<file path="config.mk">
export PLATFORM = sky130hd
export DESIGN_NAME = rcosc_enable_ctrl
export DESIGN_NICKNAME = d
export VERILOG_FILES = /design/src/rtl/rcosc_pkg.sv /design/src/rtl/rcosc_sync.sv /design/src/rtl/rcosc_trim_sum.sv /design/src/rtl/rcosc_ready_fsm.sv /design/src/rtl/rcosc_enable_ctrl.sv
export SDC_FILE = /design/constraint.sdc
export NUM_CORES = 1
export LEC_CHECK = 0
export BUFFER_PORTS_ARGS = -buffer_cell sky130_fd_sc_hd__buf_2
export CORE_MARGIN = 1
export CORE_UTILIZATION = 44
export DETAILED_ROUTE_END_ITERATION = 8
export PLACE_DENSITY = 0.78
export SLEW_MARGIN = 20
export SYNTH_ARGS = -nofsm -noshare
export SYNTH_HDL_FRONTEND = slang
export SYNTH_SLANG_ARGS = --single-unit
</file>
<file path="constraint.sdc">
create_clock -name clk -period 2.3 [get_ports clk]
set_clock_uncertainty 0.1 [all_clocks]
set_input_delay 0.345 -clock clk [delete_from_list [all_inputs] [get_ports clk]]
set_output_delay 0.345 -clock clk [all_outputs]
set_load 0.02 [all_outputs]
</file>
<file path="src/rtl/rcosc_pkg.sv">
package rcosc_pkg;

    typedef enum logic [1:0] {
        RDY_OFF   = 2'b00,
        RDY_ON    = 2'b01,
        RDY_DRAIN = 2'b10
    } rdy_state_e;

    localparam logic [1:0] SRC_INT = 2'b00;
    localparam logic [1:0] SRC_EXT = 2'b01;
    localparam logic [1:0] SRC_PLL = 2'b10;

    // Selection depends on the internal RC, directly or through the PLL.
    function automatic logic src_needs_int(input logic [1:0] sel, input logic pll_ext);
        return (sel == SRC_INT) || ((sel == SRC_PLL) && !pll_ext);
    endfunction

    // Selection depends on the external oscillator, directly or through the PLL.
    function automatic logic src_needs_ext(input logic [1:0] sel, input logic pll_ext);
        return (sel == SRC_EXT) || ((sel == SRC_PLL) && pll_ext);
    endfunction

endpackage

</file>
<file path="src/rtl/rcosc_sync.sv">
module rcosc_sync #(
    parameter int STAGES = 2
) (
    input  logic clk,
    input  logic rst_n,
    input  logic d_i,
    output logic q_o
);
    logic [STAGES-1:0] chain;

    generate
        for (genvar g = 0; g < STAGES; g++) begin : g_stage
            always_ff @(posedge clk or negedge rst_n) begin
                if (!rst_n) begin
                    chain[g] <= 1'b0;
                end else if (g == 0) begin
                    chain[g] <= d_i;
                end else begin
                    chain[g] <= chain[(g == 0) ? 0 : g-1];
                end
            end
        end
    endgenerate

    assign q_o = chain[STAGES-1];
endmodule

</file>
<file path="src/rtl/rcosc_trim_sum.sv">
module rcosc_trim_sum #(
    parameter int TRIM_W = 5,
    parameter int CAL_W  = 8
) (
    input  logic [TRIM_W-1:0] trim_i,
    input  logic [CAL_W-1:0]  cal_i,
    output logic [CAL_W-1:0]  code_o
);
    localparam int SUM_W = CAL_W + 1;
    logic [SUM_W-1:0] raw;

    always_comb begin
        raw = SUM_W'(cal_i) + SUM_W'(trim_i);
        if (raw[CAL_W]) begin
            code_o = '1;
        end else begin
            code_o = raw[CAL_W-1:0];
        end
    end
endmodule

</file>
<file path="src/rtl/rcosc_ready_fsm.sv">
module rcosc_ready_fsm
    import rcosc_pkg::*;
#(
    parameter int DROP_CYC = 6
) (
    input  logic clk,
    input  logic rst_n,
    input  logic en_i,
    input  logic stable_i,
    output logic ready_o
);
    localparam int CNT_W = $clog2(DROP_CYC + 1);
    localparam logic [CNT_W-1:0] CNT_LAST = CNT_W'(DROP_CYC - 1);

    rdy_state_e       st, nxt;
    logic [CNT_W-1:0] cnt;

    always_comb begin
        nxt = st;
        unique case (st)
            RDY_OFF:   if (en_i && stable_i) nxt = RDY_ON;
            RDY_ON:    if (!en_i) nxt = RDY_DRAIN;
            RDY_DRAIN: begin
                if (en_i)                 nxt = RDY_ON;
                else if (cnt == CNT_LAST) nxt = RDY_OFF;
            end
            default:   nxt = RDY_OFF;
        endcase
    end

    // State register and drain counter
    always_ff @(posedge clk or negedge rst_n) begin
        if (!rst_n) begin
            st  <= RDY_OFF;
            cnt <= '0;
        end else begin
            st <= nxt;
            if (st != RDY_DRAIN) begin
                cnt <= CNT_W'(1);
            end else if (cnt != CNT_LAST) begin
                cnt <= cnt + CNT_W'(1);
            end
        end
    end

    // Outputs
    always_comb begin
        ready_o = (st != RDY_OFF);
    end

    // a rising ready flag needs enable and synchronized stable in the prior cycle
    a_r7_rise_needs_enable: assert property (@(posedge clk) disable iff (!rst_n)
        $rose(ready_o) |-> ($past(en_i) && $past(stable_i)));

    // the flag only falls after a cycle with the enable low
    a_r8_fall_only_disabled: assert property (@(posedge clk) disable iff (!rst_n)
        $fell(ready_o) |-> !$past(en_i));

    // drain counter stays inside its window
    a_r8_drain_bounded: assert property (@(posedge clk) disable iff (!rst_n)
        (st == RDY_DRAIN) |-> (cnt <= CNT_LAST));

    // re-enable while draining returns to ON with the flag high
    a_r9_reenable_holds: assert property (@(posedge clk) disable iff (!rst_n)
        (st == RDY_DRAIN && en_i) |=> (ready_o && st == RDY_ON));
endmodule

</file>
<file path="src/rtl/rcosc_enable_ctrl.sv">
module rcosc_enable_ctrl
    import rcosc_pkg::*;
#(
    parameter int                TRIM_W   = 5,
    parameter int                CAL_W    = 8,
    parameter int                DROP_CYC = 6,
    parameter int                SYNC_N   = 2,
    parameter logic [TRIM_W-1:0] TRIM_RST = TRIM_W'(16)
) (
    input  logic              clk,
    input  logic              rst_n,
    input  logic              ctrl_we,
    input  logic [TRIM_W+2:0] ctrl_wd,
    output logic [TRIM_W+2:0] ctrl_rd,
    input  logic [CAL_W-1:0]  cal_code,
    input  logic              lp_exit,
    input  logic              ext_fail,
    input  logic [1:0]        sys_src_cur,
    input  logic [1:0]        sys_src_req,
    input  logic              pll_on_ext,
    input  logic              stable_in,
    output logic              osc_on,
    output logic              rdy,
    output logic [CAL_W-1:0]  trim_code
);
    localparam int TRIM_LSB = 3;

    logic              en_q;
    logic [TRIM_W-1:0] trim_q;
    logic              stable_s;
    logic              hw_force;
    logic              int_locked;
    logic              ext_in_use;

    always_comb begin
        ext_in_use = src_needs_ext(sys_src_cur, pll_on_ext);
        int_locked = src_needs_int(sys_src_cur, pll_on_ext) ||
                     src_needs_int(sys_src_req, pll_on_ext);
        hw_force   = lp_exit || (ext_fail && ext_in_use);
    end

    always_ff @(posedge clk or negedge rst_n) begin
        if (!rst_n) begin
            en_q   <= 1'b0;
            trim_q <= TRIM_RST;
        end else begin
            if (ctrl_we) begin
                trim_q <= ctrl_wd[TRIM_LSB +: TRIM_W];
            end
            if (hw_force) begin
                en_q <= 1'b1;
            end else if (ctrl_we) begin
                if (ctrl_wd[0])       en_q <= 1'b1;
                else if (!int_locked) en_q <= 1'b0;
            end
        end
    end

    rcosc_sync #(.STAGES(SYNC_N)) u_sync (
        .clk   (clk),
        .rst_n (rst_n),
        .d_i   (stable_in),
        .q_o   (stable_s)
    );

    rcosc_ready_fsm #(.DROP_CYC(DROP_CYC)) u_fsm (
        .clk      (clk),
        .rst_n    (rst_n),
        .en_i     (en_q),
        .stable_i (stable_s),
        .ready_o  (rdy)
    );

    rcosc_trim_sum #(.TRIM_W(TRIM_W), .CAL_W(CAL_W)) u_sum (
        .trim_i (trim_q),
        .cal_i  (cal_code),
        .code_o (trim_code)
    );

    always_comb begin
        osc_on  = en_q || rdy;
        ctrl_rd = {trim_q, 1'b0, rdy, en_q};
    end

    // low-power exit always leaves the enable set
    a_r3_lpexit_sets: assert property (@(posedge clk) disable iff (!rst_n)
        lp_exit |=> en_q);

    // external failure while it feeds the system clock sets the enable
    a_r4_extfail_sets: assert property (@(posedge clk) disable iff (!rst_n)
        (ext_fail && src_needs_ext(sys_src_cur, pll_on_ext)) |=> en_q);

    // enable cannot drop while the current clock uses the internal RC
    a_r5_cur_lock_holds: assert property (@(posedge clk) disable iff (!rst_n)
        (en_q && src_needs_int(sys_src_cur, pll_on_ext)) |=> en_q);

    // enable cannot drop while the pending selection uses the internal RC
    a_r6_req_lock_holds: assert property (@(posedge clk) disable iff (!rst_n)
        (en_q && src_needs_int(sys_src_req, pll_on_ext)) |=> en_q);

    // effective code never wraps below the calibration value
    a_r10_no_wrap: assert property (@(posedge clk) disable iff (!rst_n)
        trim_code >= cal_code);
endmodule

</file>
After elaboration in Yosys (flattened, before gate mapping) --
Cells that the tools add are included. W data, S select, Z words.
Operators by class: $add $sub $neg 2, equal/unequal tests 12, mux-type cells 12, reductions and logical operators 20
Operators with widths (count):
- $add A8 B5 Y9 | 1
- $mux W2 | 4
- $mux W8 | 1
- $eq A2 B2 Y1 const B | 3
- $logic_not A2 Y1 | 3
- $logic_or A1 B1 Y1 | 6
- $mux W3 | 2
- $ne A3 B3 Y1 const B | 2
- $pmux W2 S3 | 1
- $reduce_bool A2 Y1 | 3
- $logic_and A1 B1 Y1 | 5
- $eq A2 B1 Y1 const B | 2
- $mux W1 | 4
- $ne A2 B2 Y1 const B | 2
- $add A3 B1 Y3 const B | 1
- $eq A3 B3 Y1 const B | 1
- $ne A3 B2 Y1 const B | 1
- $reduce_and A3 Y1 | 1
- $ne A2 B1 Y1 const B | 1
- $reduce_and A2 Y1 | 1
- $logic_not A1 Y1 | 1
Word-level totals: bits in registers 13, bits of input ports 27, output and inout port bits 18

Logic depth before layout (Yosys ltp) --
Gate-level depths: netlist of the first run.
depth in word-level cells 8, mapped depth 6, gate-level depth less buffers 6

Cells and area by module --
Synthesis of the first run repeated with hierarchy kept, for this count alone.
Unflattened totals: cells, all modules 90, area, all modules 894.6 sq um
By module, submodules not included:
- rcosc_enable_ctrl | instances 1, cells an instance 26, area each 310.3 sq um, sequential area each 151.4 sq um
- rcosc_trim_sum | instances 1, cells an instance 39, area each 291.5 sq um, sequential area each 0.0 sq um
- rcosc_ready_fsm | instances 1, cells an instance 23, area each 242.7 sq um, sequential area each 125.1 sq um
- rcosc_sync | instances 1, cells an instance 2, area each 50.0 sq um, sequential area each 50.0 sq um

Worst setup path before layout of the first run --
Ideal clock, no wire load.
path kind reg-to-output, start point register trim_q[4], end point output trim_code[5], arrival 1.936 ns, data required time 1.855 ns, setup slack -0.081 ns, stages on the path, launching flop included 6, buffers on the path 0, cell sequence dfstp_2 > ha_1 > and3_1 > a221o_1 > mux2_4 > o21a_1
Between the ends: longest elaborated chain between the ends 2
RTL lines:
- start, declared | line rcosc_enable_ctrl.sv:29 | logic [TRIM_W-1:0] trim_q;
- start signal, assigned | line rcosc_enable_ctrl.sv:48 | trim_q <= ctrl_wd[TRIM_LSB +: TRIM_W];
- $add A8 B5 Y9 | line rcosc_trim_sum.sv:13 | raw = SUM_W'(cal_i) + SUM_W'(trim_i);
- $mux W8 | line rcosc_trim_sum.sv:14 | if (raw[CAL_W]) begin
- end, declared | line rcosc_enable_ctrl.sv:24 | output logic [CAL_W-1:0] trim_code
Every way passes these cells.

Worst setup path in the final report of the first run --
Ends and elaborated chain as after synthesis.

==> impl_metrics.csv, run 1 <==
group,metric,value,unit
hold_path,hp-class,"input port to flop",
timing,setup_tns,-1.28,ns
yosys,yosys-top-cells-area,"dfrtp_1 34%, ha_1 10%, mux2_2 7.7%",
clock_network,numCtsBuffers,3,
clock_network,insertion_delay,0.27,ns
routing,first_iter_violations,8,
outcome,violations,"negative setup slack",
clock_network,h-tree-depth,1,
finish,layout_common_cells,"35 x buf_2, 14 x buf_4, 11 x dfrtp_1, 10 x nand2_1, 6 x mux2_2",
timing,rsz0062_at_grt,"true",
pwr,p_leak,0.643,nW
placed_design,place_ws,-0.115,ns
yosys,postSynthCellCount,88,
routing,post_drt_via_cell_ratio,5.08,
yosys,synth_top_area_share,34.3,%
clock_network,cts-root-buf,"clkbuf_4",
finish,area_growth,53.6,%
timing,setup_viol,8,
yosys,ys_ff_latch,13,
routing,wirelength,2.05,mm
global_route,globalRouteTotalUtil,20.6,%
worst_setup_path,crit_fanout,4,
yosys,synth_top_flop_cell,"dfrtp_1",
finish,nets,179,
timing,hold_viol,0,
routing,first_pass_iters,4,
placed_design,gp_congestion,0.717,
worst_setup_path,crit_required,1.86,ns
finish,diodes,0,
floorplanning,core_area,1800,µm²
global_route,grt_overflow,0,
yosys,async_flop_share,100,%
job,drv_cap,0,
floorplanning,num_rows,15,
timing,fin_crit,2.62,ns
yosys,syn_area,876,µm²
floorplanning,initial_core_util,48.6,%
yosys,synth.distinct_cells,36,
finish,final_common_cell,"buf_2",
global_route,antenna_found_initial,0,
global_route,grt_max_degree,14,
global_route,grt_pass1_wl,3.13,mm
timing,setup_ws,-0.317,ns
yosys,synth_nets,123,
timing,drv_slew,0,
global_route,grt_pass1_vias,811,
floorplanning,die_y,46.6,µm
finish,drive_gt1_share,55.9,%
floorplanning,io_pins,45,
worst_setup_path,crit_arrival,2.17,ns
finish,final_area,1350,µm²
timing,fmax,382,MHz
clock_network,clockBufferDepth,2,
routing,drc_errors,0,
timing,min_period_over_period,114,%
routing,vias,854,
worst_setup_path,setup.worst_path.class,"flop to output pin",
clock_network,cts_tree,"yes",
timing,hold_slack,0.0770,ns
placed_design,dpl_cell_area,1170,µm²
outcome,status,"finished, violations left",
pwr,powerDensity,568,nW/µm²
worst_setup_path,end_kind,"output pin",
floorplanning,die_x,46.6,µm
yosys,ys_warn_count,0,
clock_network,path_clk_slew,0.07,ns
pwr,irDropWorstVdd,0.492,mV
yosys,seq_area_frac_synth,37.3,%
floorplanning,die-area,2170,µm²
yosys,synth_top_area_cell,"dfrtp_1",
placed_design,hpwl,1.59,mm
yosys,synth_edf_count,0,
yosys,avgSynthCellArea,9.95,µm²
clock_network,clkSinkCount,13,
routing,avgRoutedWirePerCell,12.2,µm
worst_setup_path,start_kind,"flop",
pwr,total_power,0.764,mW
routing,ant_nets,0,
placed_design,port_buffers,41,
cell type report:
| type | count | area (µm²) |
|---|---|---|
| Clock buffer | 4 | 26.3 |
| Fill cell | 147 | 457 |
| Inverter | 5 | 18.8 |
| Multi-Input combinational cell | 66 | 594 |
| Sequential cell | 13 | 328 |
| Tap cell | 25 | 31.3 |
| Timing Repair Buffer | 55 | 347 |
synth_stat cells, types with 2 or more instances:
master / n
nand2b_1: 2
o211ai_1: 2
xnor2_1: 2
o21ai_0: 4
inv_1: 5
mux2_2: 6
buf_4: 3
nand2_1: 10
dfrtp_1: 12
o211a_1: 2
ha_1: 7
nand3_1: 2
nor2_1: 2
a21oi_1: 6
nor2b_1: 2
state kept, by name, summed over array words and instances, names as in the netlist:
signal	cells
u_sync.chain	1
u_fsm.cnt	3
u_fsm.st	2
trim_q	5
u_sync.q_o	1
en_q	1
layer usage:
layer,track usage (%),vias up,part of all wire [%]
li1,-,431,-
met4,5.14,0,0
met1,24.0,392,41
met5,0,-,0
met3,5.88,0,5.3
met2,36.7,31,54
where the power goes:
part           switching [mW]  total, mW  internal [mW]
Sequential             0.0143      0.260          0.246
Combinational           0.180      0.366          0.186
Clock                  0.0700      0.137         0.0671
kinds of logic (layout without fill, tap and decap cells):
group | after synthesis | after routing | synth area share [%]
compound gates | 22 | 22 | 17.4
xor+xnor | 3 | 3 | 3.00
fa+ha+maj | 8 | 8 | 12.3
buf+inv | 9 | 64 | 5.14
flops | 13 | 13 | 37.3
mux | 7 | 7 | 9.43
other cells | 1 | 1 | 0.428
simple gates | 25 | 25 | 15.0
critical path, cell delays in order (launching register included):
cell,delay [ns]
dfstp_2,0.55
ha_4,0.21
and3_4,0.17
a221o_1,0.33
mux2_4,0.31
o21a_2,0.20
buf_6,0.13
what timing repair did:
action	in CTS	in global routing
hold endpoints to repair	12	0
gates resized for setup	20	5
setup buffers	3	1
hold buffers	1	0
pin swaps	6	4
setup endpoints to repair	8	8
through the flow:
| stage | util [%] | std cells |
|---|---|---|
| 2_1_floorplan | - | 88 |
| 4_1_cts | 72.8 | 167 |
| 5_1_grt | 74.7 | 168 |
| 3_3_place_gp | 64.9 | 159 |
| 6_report | 74.7 | 168 |
| 3_5_place_dp | 64.9 | 159 |
worst paths after layout:
kind | startpoint | endpoint | slack [ns] | cells past startpoint
max reg2reg | u_fsm.cnt[0] | u_fsm.cnt[0] | 1.11 | 4
max in group asynchronous | rst_n | trim_q[4] | 1.45 | 2
min | stable_in | u_sync.chain[0] | 0.08 | 1
max | trim_q[4] | trim_code[5] | -0.32 | 6
min in group asynchronous | rst_n | u_fsm.cnt[1] | 0.37 | 2
min reg2reg | u_sync.chain[0] | u_sync.q_o | 0.27 | 0
Note: power is estimated with default switching activity, not from simulation.
==> run 2, diff against run 1 <==
--- a/config.mk
+++ b/config.mk
@@ -7,9 +7,9 @@
 export LEC_CHECK = 0
 export BUFFER_PORTS_ARGS = -buffer_cell sky130_fd_sc_hd__buf_2
 export CORE_MARGIN = 1
-export CORE_UTILIZATION = 44
+export CORE_UTILIZATION = 35
+export CTS_BUF_LIST = sky130_fd_sc_hd__clkbuf_8
 export DETAILED_ROUTE_END_ITERATION = 8
-export PLACE_DENSITY = 0.78
 export SLEW_MARGIN = 20
 export SYNTH_ARGS = -nofsm -noshare
 export SYNTH_HDL_FRONTEND = slang
==> run 2 against run 1 <==
  * The flow still finishes with violations (negative setup slack)
  * Cell count is 1.8% higher
  * First-iteration DRC count stayed put
  * Sequential cell count stayed put
  * Global-route usage is 3.8 points lower
  * Maximum frequency is 3.4% higher
  * Clock power is 45% higher
  * Clock-buffer cell count is 1 lower
  * Register-to-register slack hardly changed
  * Via count is 0.35% higher
==> impl_metrics.csv, run 2 (same netlist as run 1, synthesis figures left out) <==
group,metric,value,unit
outcome,status,"finished, violations left",
outcome,violations,"negative setup slack",
job,drv_cap,0,
worst_setup_path,end_kind,"output pin",
finish,stdcell_count,171,
worst_setup_path,endpoint,"trim_code[5]",
timing,min_period_over_period,110,%
clock_network,cts-root-buf,"clkbuf_8",
routing,ant_nets,0,
clock_network,clockBufferDepth,2,
placed_design,gp_congestion,0.739,
worst_setup_path,cp.depth,6,
timing,hold_viol,0,
worst_setup_path,crit_arrival,2.09,ns
worst_setup_path,rr_worst_depth,4,
hold_path,hp-class,"input port to flop",
pwr,swShare,32.8,%
finish,post-route-util,61.6,%
routing,drc_errors,0,
worst_setup_path,crit_path_start,"trim_q[4]",
finish,nets,179,
pwr,total_power,0.842,mW
placed_design,dp.cells,163,
floorplanning,num_rows,17,
clock_network,insertion_delay,0.24,ns
routing,post_drt_via_cell_ratio,5.01,
worst_setup_path,worst_path_largest_cell_delay,0.55,ns
timing,drv_slew,0,
clock_network,clkSinkCount,13,
floorplanning,die_y,52.0,µm
clock_network,h-tree-depth,1,
placed_design,hpwl,1.57,mm
worst_setup_path,crit_family,"flip-flops",
global_route,grt_pass1_wl,3.35,mm
timing,setup_viol,7,
floorplanning,die-area,2710,µm²
worst_setup_path,crit_fanout,4,
finish,largest-register,"trim_q",
worst_setup_path,setup.worst_path.class,"flop to output pin",
floorplanning,die_x,52.0,µm
worst_setup_path,cp_cell_sequence,"ha_4, and3_4, a221o_1, mux2_4, o21a_2, buf_6",
worst_setup_path,start_kind,"flop",
clock_network,numCtsBuffers,3,
timing,hold_slack,0.108,ns
pwr,pwr-share-seq,31.1,%
global_route,globalRouteTotalUtil,16.8,%
worst_setup_path,cp_num_buf_inv,1,
global_route,grt_overflow,0,
clock_network,cts_tree,"yes",
routing,vias,857,
pwr,switchingPower,0.276,mW
global_route,antenna_found_initial,0,
finish,layout_common_cells,"34 x buf_2, 12 x buf_4, 11 x dfrtp_1, 8 x nand2_1, 8 x buf_6",
worst_setup_path,r2r_end,"u_fsm.cnt[0]",
timing,fin_crit,2.53,ns
timing,fmax,395,MHz
routing,avgRoutedWirePerCell,11.9,µm
routing,wirelength,2.04,mm
worst_setup_path,crit_slowest_cell,"dfstp_2",
finish,final_common_cell,"buf_2",
floorplanning,core_area,2280,µm²
routing,first_pass_iters,3,
finish,reg_top3,"trim_q: 5 flops, u_fsm.cnt: 3 flops, u_fsm.st: 2 flops",
finish,diodes,0,
pwr,pwr-share-clk,23.6,%
finish,area_growth,60.1,%
timing,setup_tns,-0.715,ns
pwr,combPwrFrac,45.4,%
pwr,irDropWorstVdd,0.498,mV
worst_setup_path,crit_required,1.86,ns
floorplanning,io_pins,45,
pwr,powerDensity,600,nW/µm²
clock_network,path_clk_slew,0.06,ns
finish,largest_reg_flops,5,
pwr,internal-power,0.565,mW
worst_setup_path,r2r_slack,1.12,ns
timing,setup_ws,-0.231,ns
global_route,grt_pass1_vias,813,
routing,first_iter_violations,8,
timing,rsz0062_at_grt,"true",
worst_setup_path,reg2reg_from,"u_fsm.cnt[0]",
placed_design,port_buffers,41,
pwr,p_leak,0.671,nW
global_route,grt_max_degree,14,
floorplanning,initial_core_util,38.5,%
finish,drive_gt1_share,58.0,%
## run 2: metal layers
metal | global-route usage (%) | routed length [µm] | share of wire [%]
met3 | 1.75 | 89 | 4.4
met4 | 8.11 | 14 | 0.69
met5 | 0 | 0 | 0
met2 | 28.8 | 1020 | 50
met1 | 20.6 | 914 | 45
## run 2: worst min-delay path by stage
stage | from | slack, ns | cells past startpoint | end
3_3_place_gp | rst_n | 0.15 | 1 | u_fsm.st[0]
4_1_cts | stable_in | 0.10 | 1 | u_sync.chain[0]
3_5_place_dp | rst_n | 0.14 | 1 | u_fsm.st[0]
5_1_grt | stable_in | 0.10 | 1 | u_sync.chain[0]
2_1_floorplan | rst_n | -0.05 | 0 | en_q
6_report | stable_in | 0.11 | 1 | u_sync.chain[0]
## run 2: worst reg2reg max path: stages, from the launching register on
cell	delay (ns)
dfrtp_1	0.41
ha_1	0.22
nand2_1	0.13
xnor2_1	0.14
nand2_1	0.06
## run 2: layout make-up
cell class	instances	area, µm²
flip-flops and latches	13	328
repair buffers	55	360
clock buffers	3	41.3
well taps	28	35.0
multi-input cells	66	614
clock inverters	1	5.00
fillers	202	873
inverters	5	18.8
## run 2: timing repair
item / 4_1_cts / 5_1_grt
buffers inserted: 2 / 1
setup endpoints to repair: 8 / 8
resized for setup: 21 / 13
pin swaps: 7 / 8
endpoints found under the hold margin: 12 / 0
hold buffers: 1 / 0
## run 2: power by group through the flow
stage	clock network, mW	logic, mW	registers [mW]
floorplan	0	0.171	0.275
global placement	0	0.287	0.264
detailed placement	0	0.292	0.264
CTS	0.204	0.349	0.260
global route	0.212	0.415	0.264
finish	0.198	0.382	0.261
## run 2: through the flow
stage	setup WS [ns]	instance area, µm²
after floorplan	-0.0326	891
after global placement	-0.0845	1180
after detailed placement	-0.115	1180
after CTS	-0.271	1330
after global routing	-0.296	1400
final	-0.231	1400
